## config.mk

```make
export PLATFORM = sky130hd
export DESIGN_NAME = tick_timer_bank
export DESIGN_NICKNAME = d
export VERILOG_FILES = /design/src/rtl/tmr_pkg.sv /design/src/rtl/tmr_rst_sync.sv /design/src/rtl/tmr_chan.sv /design/src/rtl/tmr_irq.sv /design/src/rtl/tick_timer_bank.sv
export SDC_FILE = /design/constraint.sdc
export NUM_CORES = 1
export LEC_CHECK = 0
export CORE_MARGIN = 10
export CORE_UTILIZATION = 35
export DETAILED_ROUTE_END_ITERATION = 8
export GPL_TIMING_DRIVEN = 0
export REMOVE_ABC_BUFFERS = 1
export SLEW_MARGIN = 20
export SYNTH_ARGS = -nofsm -noshare
export SYNTH_HDL_FRONTEND = slang
export SYNTH_HIERARCHICAL = 1
export SYNTH_SLANG_ARGS = --single-unit
```

## constraint.sdc

```tcl
create_clock -name clk -period 27.4 [get_ports clk]
set_input_delay 5.48 -clock clk [delete_from_list [all_inputs] [get_ports clk]]
set_output_delay 5.48 -clock clk [all_outputs]
set_load 0.05 [all_outputs]
```

## src/rtl/tmr_pkg.sv

```systemverilog
package tmr_pkg;

  localparam int NUM_CH  = 5;
  localparam int NUM_PWM = NUM_CH - 1;
  localparam int CTL_W   = 4 * (NUM_CH + 1);
  localparam int INT_W   = 2 * NUM_CH;

  typedef struct packed {
    logic start;
    logic manual;
    logic invert;
    logic reload;
  } tmr_ctl_t;

  localparam int A_CFG0 = 'h00;
  localparam int A_CFG1 = 'h04;
  localparam int A_CTL  = 'h08;
  localparam int A_INT  = 'h44;

  function automatic int cntb_addr(int c);
    return 'h0C + 12 * c;
  endfunction

  function automatic int cmpb_addr(int c);
    return 'h10 + 12 * c;
  endfunction

  function automatic int obs_addr(int c);
    return (c == NUM_CH - 1) ? 'h40 : 'h14 + 12 * c;
  endfunction

  // group 1 of the control word is skipped after channel 0
  function automatic int ctl_base(int c);
    return (c == 0) ? 0 : 4 * (c + 1);
  endfunction

  function automatic int reload_pos(int c);
    return ctl_base(c) + ((c == NUM_CH - 1) ? 2 : 3);
  endfunction

  function automatic logic [CTL_W-1:0] ctl_impl_mask();
    logic [CTL_W-1:0] m;
    m = '0;
    for (int c = 0; c < NUM_CH; c++) begin
      m[ctl_base(c)]     = 1'b1;
      m[ctl_base(c) + 1] = 1'b1;
      if (c < NUM_PWM) m[ctl_base(c) + 2] = 1'b1;
      m[reload_pos(c)]   = 1'b1;
    end
    return m;
  endfunction

endpackage

```

## src/rtl/tmr_rst_sync.sv

```systemverilog
module tmr_rst_sync (
  input  logic clk,
  input  logic rst_n_in,
  output logic rst_n_out
);

  logic [1:0] sync_q;

  always_ff @(posedge clk or negedge rst_n_in) begin
    if (!rst_n_in) sync_q <= 2'b00;
    else           sync_q <= {sync_q[0], 1'b1};
  end

  assign rst_n_out = sync_q[1];

endmodule

```

## src/rtl/tmr_chan.sv

```systemverilog
module tmr_chan
  import tmr_pkg::*;
#(
  parameter int CNT_W   = 16,
  parameter bit HAS_PWM = 1'b1
) (
  input  logic             clk,
  input  logic             rst_n,
  input  logic             tick,
  input  tmr_ctl_t         ctl,
  input  logic [CNT_W-1:0] cnt_buf,
  input  logic [CNT_W-1:0] cmp_buf,
  output logic [CNT_W-1:0] cnt_q,
  output logic             expire,
  output logic             pwm
);

  logic [CNT_W-1:0] cnt_d;
  logic             spent_q, spent_d;
  logic             cnt_en;

  // next state
  always_comb begin
    cnt_d   = cnt_q;
    spent_d = spent_q;
    expire  = 1'b0;
    if (ctl.manual) begin
      cnt_d   = cnt_buf;
      spent_d = 1'b0;
    end else if (ctl.start && tick) begin
      if (cnt_q != '0) begin
        cnt_d = cnt_q - CNT_W'(1);
      end else if (!spent_q) begin
        expire = 1'b1;
        if (ctl.reload) cnt_d   = cnt_buf;
        else            spent_d = 1'b1;
      end
    end
  end

  assign cnt_en = ctl.manual | (ctl.start & tick);

  // registers
  always_ff @(posedge clk or negedge rst_n) begin
    if (!rst_n) begin
      cnt_q   <= '0;
      spent_q <= 1'b0;
    end else if (cnt_en) begin
      cnt_q   <= cnt_d;
      spent_q <= spent_d;
    end
  end

  generate
    if (HAS_PWM) begin : g_pwm
      assign pwm = (cnt_q > cmp_buf) ^ ctl.invert;
    end else begin : g_nopwm
      logic unused_pwm_in;
      assign unused_pwm_in = ^{cmp_buf, ctl.invert};
      assign pwm = 1'b0;
    end
  endgenerate

  AST_MANUAL_LOAD: assert property (@(posedge clk) disable iff (!rst_n)
    ctl.manual |=> cnt_q == $past(cnt_buf));

  AST_TICK_DECREMENT: assert property (@(posedge clk) disable iff (!rst_n)
    (!ctl.manual && ctl.start && tick && cnt_q != '0) |=> cnt_q == $past(cnt_q) - CNT_W'(1));

  AST_AUTO_RELOAD: assert property (@(posedge clk) disable iff (!rst_n)
    (expire && ctl.reload) |=> cnt_q == $past(cnt_buf));

  AST_ONESHOT_PARK: assert property (@(posedge clk) disable iff (!rst_n)
    (expire && !ctl.reload) |=> (cnt_q == '0 && !expire));

  AST_FROZEN_IDLE: assert property (@(posedge clk) disable iff (!rst_n)
    (!ctl.manual && !ctl.start) |=> $stable(cnt_q));

endmodule

```

## src/rtl/tmr_irq.sv

```systemverilog
module tmr_irq #(
  parameter int N = 5
) (
  input  logic           clk,
  input  logic           rst_n,
  input  logic           wr_en,
  input  logic [2*N-1:0] wdata,
  input  logic [N-1:0]   expire,
  output logic [N-1:0]   en_q,
  output logic [N-1:0]   stat_q,
  output logic [N-1:0]   irq
);

  logic [N-1:0] en_d, stat_d, clr_mask;
  logic         reg_en;

  always_comb begin
    clr_mask = wr_en ? wdata[N +: N] : '0;
    en_d     = wr_en ? wdata[N-1:0] : en_q;
    stat_d   = (stat_q & ~clr_mask) | expire;
  end

  assign reg_en = wr_en | (|expire);

  always_ff @(posedge clk or negedge rst_n) begin
    if (!rst_n) begin
      en_q   <= '0;
      stat_q <= '0;
    end else if (reg_en) begin
      en_q   <= en_d;
      stat_q <= stat_d;
    end
  end

  assign irq = stat_q & en_q;

  AST_EXPIRY_FLAGS: assert property (@(posedge clk) disable iff (!rst_n)
    (|expire) |=> ((stat_q & $past(expire)) == $past(expire)));

  AST_W1C_CLEARS: assert property (@(posedge clk) disable iff (!rst_n)
    wr_en |=> ((stat_q & $past(wdata[N +: N] & ~expire)) == '0));

  AST_STATUS_STICKY: assert property (@(posedge clk) disable iff (!rst_n)
    (!wr_en) |=> ((stat_q & $past(stat_q)) == $past(stat_q)));

endmodule

```

## src/rtl/tick_timer_bank.sv

```systemverilog
module tick_timer_bank
  import tmr_pkg::*;
#(
  parameter int CNT_W  = 16,
  parameter int ADDR_W = 8
) (
  input  logic              clk,
  input  logic              rst_n,
  input  logic              bus_sel,
  input  logic              bus_we,
  input  logic [ADDR_W-1:0] bus_addr,
  input  logic [31:0]       bus_wdata,
  output logic [31:0]       bus_rdata,
  input  logic [NUM_CH-1:0] tick,
  output logic [NUM_CH-1:0] irq,
  output logic [NUM_PWM-1:0] pwm_out
);

  localparam logic [CTL_W-1:0] CTL_MASK = ctl_impl_mask();

  logic              rst_n_s;
  logic              wr;
  logic [31:0]       cfg0_q, cfg1_q;
  logic [CTL_W-1:0]  ctl_q, ctl_d;
  logic              cfg0_en, cfg1_en, ctl_en, int_en;
  logic [CNT_W-1:0]  cntb_all [NUM_CH];
  logic [CNT_W-1:0]  cmpb_all [NUM_CH];
  logic [CNT_W-1:0]  cnt_all  [NUM_CH];
  logic [NUM_CH-1:0] expire_all, pwm_all, en_q, stat_q;
  logic              unused_pwm_top;

  tmr_rst_sync i_rst_sync (
    .clk       (clk),
    .rst_n_in  (rst_n),
    .rst_n_out (rst_n_s)
  );

  assign wr      = bus_sel & bus_we;
  assign cfg0_en = wr && (bus_addr == ADDR_W'(A_CFG0));
  assign cfg1_en = wr && (bus_addr == ADDR_W'(A_CFG1));
  assign ctl_en  = wr && (bus_addr == ADDR_W'(A_CTL));
  assign int_en  = wr && (bus_addr == ADDR_W'(A_INT));
  assign ctl_d   = bus_wdata[CTL_W-1:0] & CTL_MASK;

  always_ff @(posedge clk or negedge rst_n_s) begin
    if (!rst_n_s) cfg0_q <= '0;
    else if (cfg0_en) cfg0_q <= bus_wdata;
  end

  always_ff @(posedge clk or negedge rst_n_s) begin
    if (!rst_n_s) cfg1_q <= '0;
    else if (cfg1_en) cfg1_q <= bus_wdata;
  end

  always_ff @(posedge clk or negedge rst_n_s) begin
    if (!rst_n_s) ctl_q <= '0;
    else if (ctl_en) ctl_q <= ctl_d;
  end

  generate
    for (genvar c = 0; c < NUM_CH; c++) begin : g_ch
      localparam int B  = ctl_base(c);
      localparam bit HP = (c < NUM_PWM);

      tmr_ctl_t          cc;
      logic              cntb_en;
      logic [CNT_W-1:0]  cntb_q, cmp_loc;

      assign cc.start  = ctl_q[B];
      assign cc.manual = ctl_q[B+1];
      assign cc.invert = HP ? ctl_q[B+2] : 1'b0;
      assign cc.reload = ctl_q[reload_pos(c)];

      assign cntb_en = wr && (bus_addr == ADDR_W'(cntb_addr(c)));

      always_ff @(posedge clk or negedge rst_n_s) begin
        if (!rst_n_s) cntb_q <= '0;
        else if (cntb_en) cntb_q <= bus_wdata[CNT_W-1:0];
      end

      if (HP) begin : g_cmp
        logic cmpb_en;
        logic [CNT_W-1:0] cmpb_q;
        assign cmpb_en = wr && (bus_addr == ADDR_W'(cmpb_addr(c)));
        always_ff @(posedge clk or negedge rst_n_s) begin
          if (!rst_n_s) cmpb_q <= '0;
          else if (cmpb_en) cmpb_q <= bus_wdata[CNT_W-1:0];
        end
        assign cmp_loc = cmpb_q;
      end else begin : g_nocmp
        assign cmp_loc = '0;
      end

      assign cntb_all[c] = cntb_q;
      assign cmpb_all[c] = cmp_loc;

      tmr_chan #(
        .CNT_W   (CNT_W),
        .HAS_PWM (HP)
      ) i_chan (
        .clk     (clk),
        .rst_n   (rst_n_s),
        .tick    (tick[c]),
        .ctl     (cc),
        .cnt_buf (cntb_q),
        .cmp_buf (cmp_loc),
        .cnt_q   (cnt_all[c]),
        .expire  (expire_all[c]),
        .pwm     (pwm_all[c])
      );
    end
  endgenerate

  tmr_irq #(.N(NUM_CH)) i_irq (
    .clk    (clk),
    .rst_n  (rst_n_s),
    .wr_en  (int_en),
    .wdata  (bus_wdata[INT_W-1:0]),
    .expire (expire_all),
    .en_q   (en_q),
    .stat_q (stat_q),
    .irq    (irq)
  );

  assign pwm_out        = pwm_all[NUM_PWM-1:0];
  assign unused_pwm_top = pwm_all[NUM_CH-1];

  // read decode
  always_comb begin
    bus_rdata = '0;
    if (bus_addr == ADDR_W'(A_CFG0)) bus_rdata = cfg0_q;
    if (bus_addr == ADDR_W'(A_CFG1)) bus_rdata = cfg1_q;
    if (bus_addr == ADDR_W'(A_CTL))  bus_rdata = 32'(ctl_q);
    if (bus_addr == ADDR_W'(A_INT))  bus_rdata = 32'({stat_q, en_q});
    for (int c = 0; c < NUM_CH; c++) begin
      if (bus_addr == ADDR_W'(cntb_addr(c))) bus_rdata = 32'(cntb_all[c]);
      if (c < NUM_PWM && bus_addr == ADDR_W'(cmpb_addr(c))) bus_rdata = 32'(cmpb_all[c]);
      if (bus_addr == ADDR_W'(obs_addr(c))) bus_rdata = 32'(cnt_all[c]);
    end
  end

  AST_IRQ_NEEDS_FLAG: assert property (@(posedge clk) disable iff (!rst_n_s)
    $rose(irq[0]) |-> stat_q[0] && en_q[0]);

endmodule

```

## Word-level counts from Yosys, hierarchy flattened

Cells that the tools add are included.

- Order comparisons: 4
- $add $sub $neg: 5
- Mux-type cells: 89
- Eq/ne operators: 27
- Shifts and indexed selects: 0
- Divide/modulo/power cells: 0
- Bitwise operators: 20
- Reduce and logical (&&, ||, !) cells: 46
- $mul: 0

Operators with widths:

| operator | number |
|---|---|
| $mux W32 | 18 |
| $mux W16 | 25 |
| $reduce_bool A16 Y1 | 5 |
| $sub A16 B1 Y16 const B | 5 |
| $eq A8 B6 Y1 const B | 8 |
| $gt A16 B16 Y1 | 4 |
| $mux W1 | 45 |
| $eq A8 B5 Y1 const B | 4 |
| $reduce_and A4 Y1 | 5 |
| $logic_and A1 B1 Y1 | 18 |
| $eq A8 B4 Y1 const B | 2 |
| $eq A8 B7 Y1 const B | 2 |
| $ne A3 B3 Y1 const B | 5 |
| $reduce_and A3 Y1 | 5 |
| $reduce_bool A3 Y1 | 5 |
| $and A5 B5 Y5 | 2 |
| $ne A2 B2 Y1 const B | 5 |
| $reduce_bool A2 Y1 | 5 |
| $eq A8 B3 Y1 const B | 1 |
| $logic_not A8 Y1 | 1 |
| $and A1 B1 Y1 | 6 |
| $or A1 B1 Y1 | 6 |
| $mux W5 | 1 |
| $not A5 Y5 | 1 |
| 4 further kinds | 7 |

- Flip-flop bits (word level): 324
- RAM bits: 0
- Logic and storage cells: 216
- Memories kept: 0
- Output and inout bits: 41
- Memory bits (read-only): 0
- Latch bits: 0

## Longest topological paths before layout

- Depth after elaboration: 19
- Depth in mapped cells: 10
- Mapped depth without buffers: 8

## Modules after synthesis

The synthesis kept the hierarchy.

Modules (own cells, without submodules):

| module | cells each | sequential area each (sq um) | instances | area each (sq um) |
|---|---|---|---|---|
| tick_timer_bank | 1,034 | 5,680.4 | 1 | 11,832.6 |
| tmr_chan at g_ch[0].i_chan ... | 192 | 425.4 | 4 | 1,580.3 |
| tmr_chan at g_ch[4].i_chan | 147 | 425.4 | 1 | 1,251.2 |
| tmr_irq | 31 | 250.2 | 1 | 424.2 |
| tmr_rst_sync | 3 | 50.0 | 1 | 53.8 |

## Worst setup path before layout

OpenSTA, ideal clock, no wires.

- Path type: input to output
- From: in bus_addr[2]
- To: out bus_rdata[2]
- Data required time: 21.920 ns
- Arrival time: 7.885 ns
- Path slack: 14.035 ns
- Path buffers: 5
- Stages on the path: 9
- Cell sequence: buf_2 > buf_2 > buf_2 > buf_2 > buf_2 > nand3_1 > o22ai_1 > a22oi_1 > o21ai_0

- Longest elaborated chain between the ends: 19
- Elaborated cells between the ends (all ways): 36

Ends and longest elaborated chain:

| what | RTL line | text |
|---|---|---|
| start: declaration | tick_timer_bank.sv:11 | `input logic [ADDR_W-1:0] bus_addr,` |
| $logic_not A8 Y1 | tick_timer_bank.sv:131 | `if (bus_addr == ADDR_W'(A_CFG0)) bus_rdata = cfg0_q;` |
| $mux W32 | tick_timer_bank.sv:131 |  |
| $mux W32 | tick_timer_bank.sv:132 | `if (bus_addr == ADDR_W'(A_CFG1)) bus_rdata = cfg1_q;` |
| $mux W32 | tick_timer_bank.sv:133 | `if (bus_addr == ADDR_W'(A_CTL)) bus_rdata = 32'(ctl_q);` |
| $mux W32 | tick_timer_bank.sv:134 | `if (bus_addr == ADDR_W'(A_INT)) bus_rdata = 32'({stat_q, en_q});` |
| $mux W32 | tick_timer_bank.sv:136 | `if (bus_addr == ADDR_W'(cntb_addr(c))) bus_rdata = 32'(cntb_all[c]);` |
| $mux W32 | tick_timer_bank.sv:137 | `if (c < NUM_PWM && bus_addr == ADDR_W'(cmpb_addr(c))) bus_rdata = 32'(cmpb_all[c]);` |
| $mux W32 | tick_timer_bank.sv:138 | `if (bus_addr == ADDR_W'(obs_addr(c))) bus_rdata = 32'(cnt_all[c]);` |
| [3 not listed] | -- |  |
| $mux W32 | tick_timer_bank.sv:136 |  |
| $mux W32 | tick_timer_bank.sv:137 |  |
| $mux W32 | tick_timer_bank.sv:138 |  |
| $mux W32 | tick_timer_bank.sv:136 |  |
| $mux W32 | tick_timer_bank.sv:137 |  |
| $mux W32 | tick_timer_bank.sv:138 |  |
| $mux W32 | tick_timer_bank.sv:136 |  |
| $mux W32 * | tick_timer_bank.sv:138 |  |
| end: declaration | tick_timer_bank.sv:13 | `output logic [31:0] bus_rdata,` |

Every way passes the cells marked *; elsewhere a longest branch is shown, timed or not.

## Worst setup path in the final report

- From: in bus_addr[4]
- To: out bus_rdata[10]

The elaborated chain is that of the path after synthesis.

==> run_summary.xml <==
<?xml version="1.0" encoding="UTF-8"?>
<metrics>
  <group name="timing">
    <metric name="final.min_clock_period" unit="ns">15.84</metric>
    <metric name="timing.final.crit_share" unit="%">57.8</metric>
    <metric name="timing.clock.skew" unit="ns">0.0271</metric>
    <metric name="final_hold_violating_endpoints" unit="">0</metric>
    <metric name="finalSetupViolCount" unit="">0</metric>
    <metric name="drv_slew" unit="">0</metric>
    <metric name="worst-slew-pin-transition" unit="ns">1.19</metric>
    <metric name="finalHoldWorstSlack" unit="ns">0.327</metric>
    <metric name="setup_repair_after_global_routing_missed_its_margin" unit="">false</metric>
    <metric name="relSlewSlack" unit="%">20.2</metric>
    <metric name="max_freq" unit="MHz">63.1</metric>
    <metric name="fin_setup_tns" unit="ns">0</metric>
  </group>
  <group name="status">
    <metric name="outcome" unit="">complete, no violations</metric>
  </group>
  <group name="clock_tree">
    <metric name="post_cts.resized_instances" unit="">0</metric>
    <metric name="cts.reportedPaths.clkPinSlew" unit="ns">0.06</metric>
    <metric name="cts_tree" unit="">built</metric>
    <metric name="clk_path_buf_depth" unit="">3</metric>
    <metric name="clock_insertion_delay_worst_skew" unit="ns">0.57</metric>
    <metric name="cts_setup_buffers" unit="">0</metric>
    <metric name="cts_htree_levels" unit="">2</metric>
    <metric name="clock_sink_count" unit="">324</metric>
    <metric name="cts_buffers" unit="">38</metric>
    <metric name="cts.root.buffer_cell" unit="">sky130_fd_sc_hd__clkbuf_16</metric>
    <metric name="number_of_hold_buffers_added_after_cts" unit="">0</metric>
  </group>
  <group name="grt">
    <metric name="vias_in_the_first_global_route" unit="">16500</metric>
    <metric name="grt_util_all_layers" unit="%">22.1</metric>
    <metric name="maximum_number_of_pins_on_one_net_before_global_route_repair" unit="">55</metric>
    <metric name="grt_pass1_wl" unit="um">112000</metric>
    <metric name="grt-ovfl-total" unit="">0</metric>
    <metric name="grt_antenna_before_repair" unit="">3</metric>
  </group>
  <group name="final_layout">
    <metric name="stdcell_count" unit="">2767</metric>
    <metric name="layout.cells.most_common_list" unit="">sky130_fd_sc_hd__dfrtp_1 (323), sky130_fd_sc_hd__mux2_2 (221), sky130_fd_sc_hd__a21oi_1 (135)</metric>
    <metric name="area.growth.synth_to_final" unit="%">13.4</metric>
    <metric name="layout.cells.most_common" unit="">sky130_fd_sc_hd__dfrtp_1</metric>
    <metric name="drive_gt1_share" unit="%">18.4</metric>
    <metric name="finish.utilization" unit="%">40.0</metric>
    <metric name="nets" unit="">2109</metric>
  </group>
  <group name="logic_synthesis">
    <metric name="syn-instance-count" unit="">1980</metric>
    <metric name="syn_area" unit="mm^2">0.0199</metric>
    <metric name="count_of_yosys_warnings_during_synthesis" unit="">6</metric>
    <metric name="post_synth.cell_area_avg" unit="um^2">10.0</metric>
  </group>
  <group name="power">
    <metric name="design_power_total" unit="uW">1280</metric>
    <metric name="total_leakage_power" unit="uW">0.0101</metric>
    <metric name="vdd.ir_drop.worst" unit="V">0.0000364</metric>
    <metric name="power.density_cell_area" unit="mW/mm^2">56.7</metric>
  </group>
  <group name="placement">
    <metric name="place_hpwl" unit="um">54800</metric>
    <metric name="place.gp.congestion" unit="">0.995</metric>
    <metric name="placed_insts" unit="">2702</metric>
    <metric name="port-buffer-count" unit="">89</metric>
  </group>
  <group name="detailed_routing">
    <metric name="detail_route.drc_violations" unit="">0</metric>
    <metric name="first_iter_violations" unit="">1988</metric>
    <metric name="ant_nets" unit="">0</metric>
    <metric name="wire_per_inst" unit="um">27.5</metric>
    <metric name="num_vias" unit="">17200</metric>
    <metric name="drt_pass_1_iters" unit="">6</metric>
    <metric name="route.final.wire_length" unit="um">76000</metric>
    <metric name="avgViaCountPerCell" unit="">6.21</metric>
  </group>
  <group name="floorplanning">
    <metric name="initial_core_util" unit="%">35.3</metric>
    <metric name="dieArea" unit="mm^2">0.0667</metric>
    <metric name="die_height" unit="um">258</metric>
    <metric name="design.core.area" unit="mm^2">0.0563</metric>
    <metric name="floorplan.die.width" unit="um">258</metric>
    <metric name="pin_count" unit="">90</metric>
    <metric name="placementRows" unit="">87</metric>
  </group>
  <group name="critical_path">
    <metric name="critical_path.max_fanout" unit="">16</metric>
    <metric name="sort_of_element_at_the_start_of_the_critical_path" unit="">input pin</metric>
    <metric name="required_arrival_time_at_the_worst_endpoint" unit="ns">21.92</metric>
    <metric name="cp_data_arrival_time" unit="ns">10.36</metric>
    <metric name="critical_path_class" unit="">input pin to output pin</metric>
    <metric name="critical_path.endpoint_type" unit="">output pin</metric>
  </group>
  <group name="min_path">
    <metric name="hold_class" unit="">register to async pin</metric>
  </group>
  <group name="flow_run">
    <metric name="timing.max_cap.violations" unit="">0</metric>
  </group>
</metrics>
==> power by group <==
part           switching, uW  internal (uW)
Clock                    206            298
Sequential              42.5            503
Combinational            144           84.8
Total                    392            886
==> flip-flops by register name, indices dropped and copies added (netlist names), 19 cells and up <==
register,flops
g_ch.cntb_q,80
g_ch.i_chan/cnt_q,80
g_ch.cmp_loc,64
cfg0_q,32
cfg1_q,32
ctl_q,19
==> through the flow <==
step | worst slack, ns | area (um^2)
2_1_floorplan | 13.82 | 19200
3_5_place_dp | 11.58 | 21300
6_report | 11.56 | 22500
3_3_place_gp | 7.86 | 21000
4_1_cts | 11.56 | 22500
5_1_grt | 11.47 | 22500
==> layout make-up <==
cell class / count / area (um^2)
Inverter: 97 / 364
Multi-Input combinational cell: 1426 / 10800
Tap cell: 756 / 946
Clock inverter: 7 / 63.8
Fill cell: 5494 / 33800
Sequential cell: 324 / 8110
Clock buffer: 57 / 1150
Timing Repair Buffer: 99 / 1110
Antenna cell: 1 / 2.50
==> final timing paths <==
| check | slack [ns] | start | cells past startpoint | endpoint |
|---|---|---|---|---|
| min | 0.33 | i_rst_sync/sync_q[1] | 0 | cfg1_q[27] |
| min in group clk | 0.36 | i_rst_sync/sync_q[0] | 0 | i_rst_sync/sync_q[1] |
| max in group asynchronous | 22.19 | rst_n | 1 | i_rst_sync/sync_q[1] |
| max | 11.56 | bus_addr[4] | 8 | bus_rdata[10] |
| min reg2reg | 0.33 | i_rst_sync/sync_q[1] | 0 | cfg1_q[27] |
| max reg2reg | 24.53 | g_ch[4].i_chan/cnt_q[6] | 4 | i_irq/stat_q[4] |
==> critical path, stage by stage <==
cell and delay (ns):
sky130_fd_sc_hd__clkdlybuf4s50_1 0.92, sky130_fd_sc_hd__or4_1 0.81, sky130_fd_sc_hd__nor2_4 0.09, sky130_fd_sc_hd__a2111oi_0 0.87
sky130_fd_sc_hd__a221oi_1 0.11, sky130_fd_sc_hd__o31ai_1 0.85, sky130_fd_sc_hd__a221o_1 0.37, sky130_fd_sc_hd__clkdlybuf4s50_1 0.84
==> per-layer routing <==
layer	routed length [um]	global-route usage [%]
met5	23	0
met4	3270	8.99
met3	5730	3.49
met2	34000	34.0
met1	33000	30.7
Note: power is estimated with default switching activity, not from simulation.
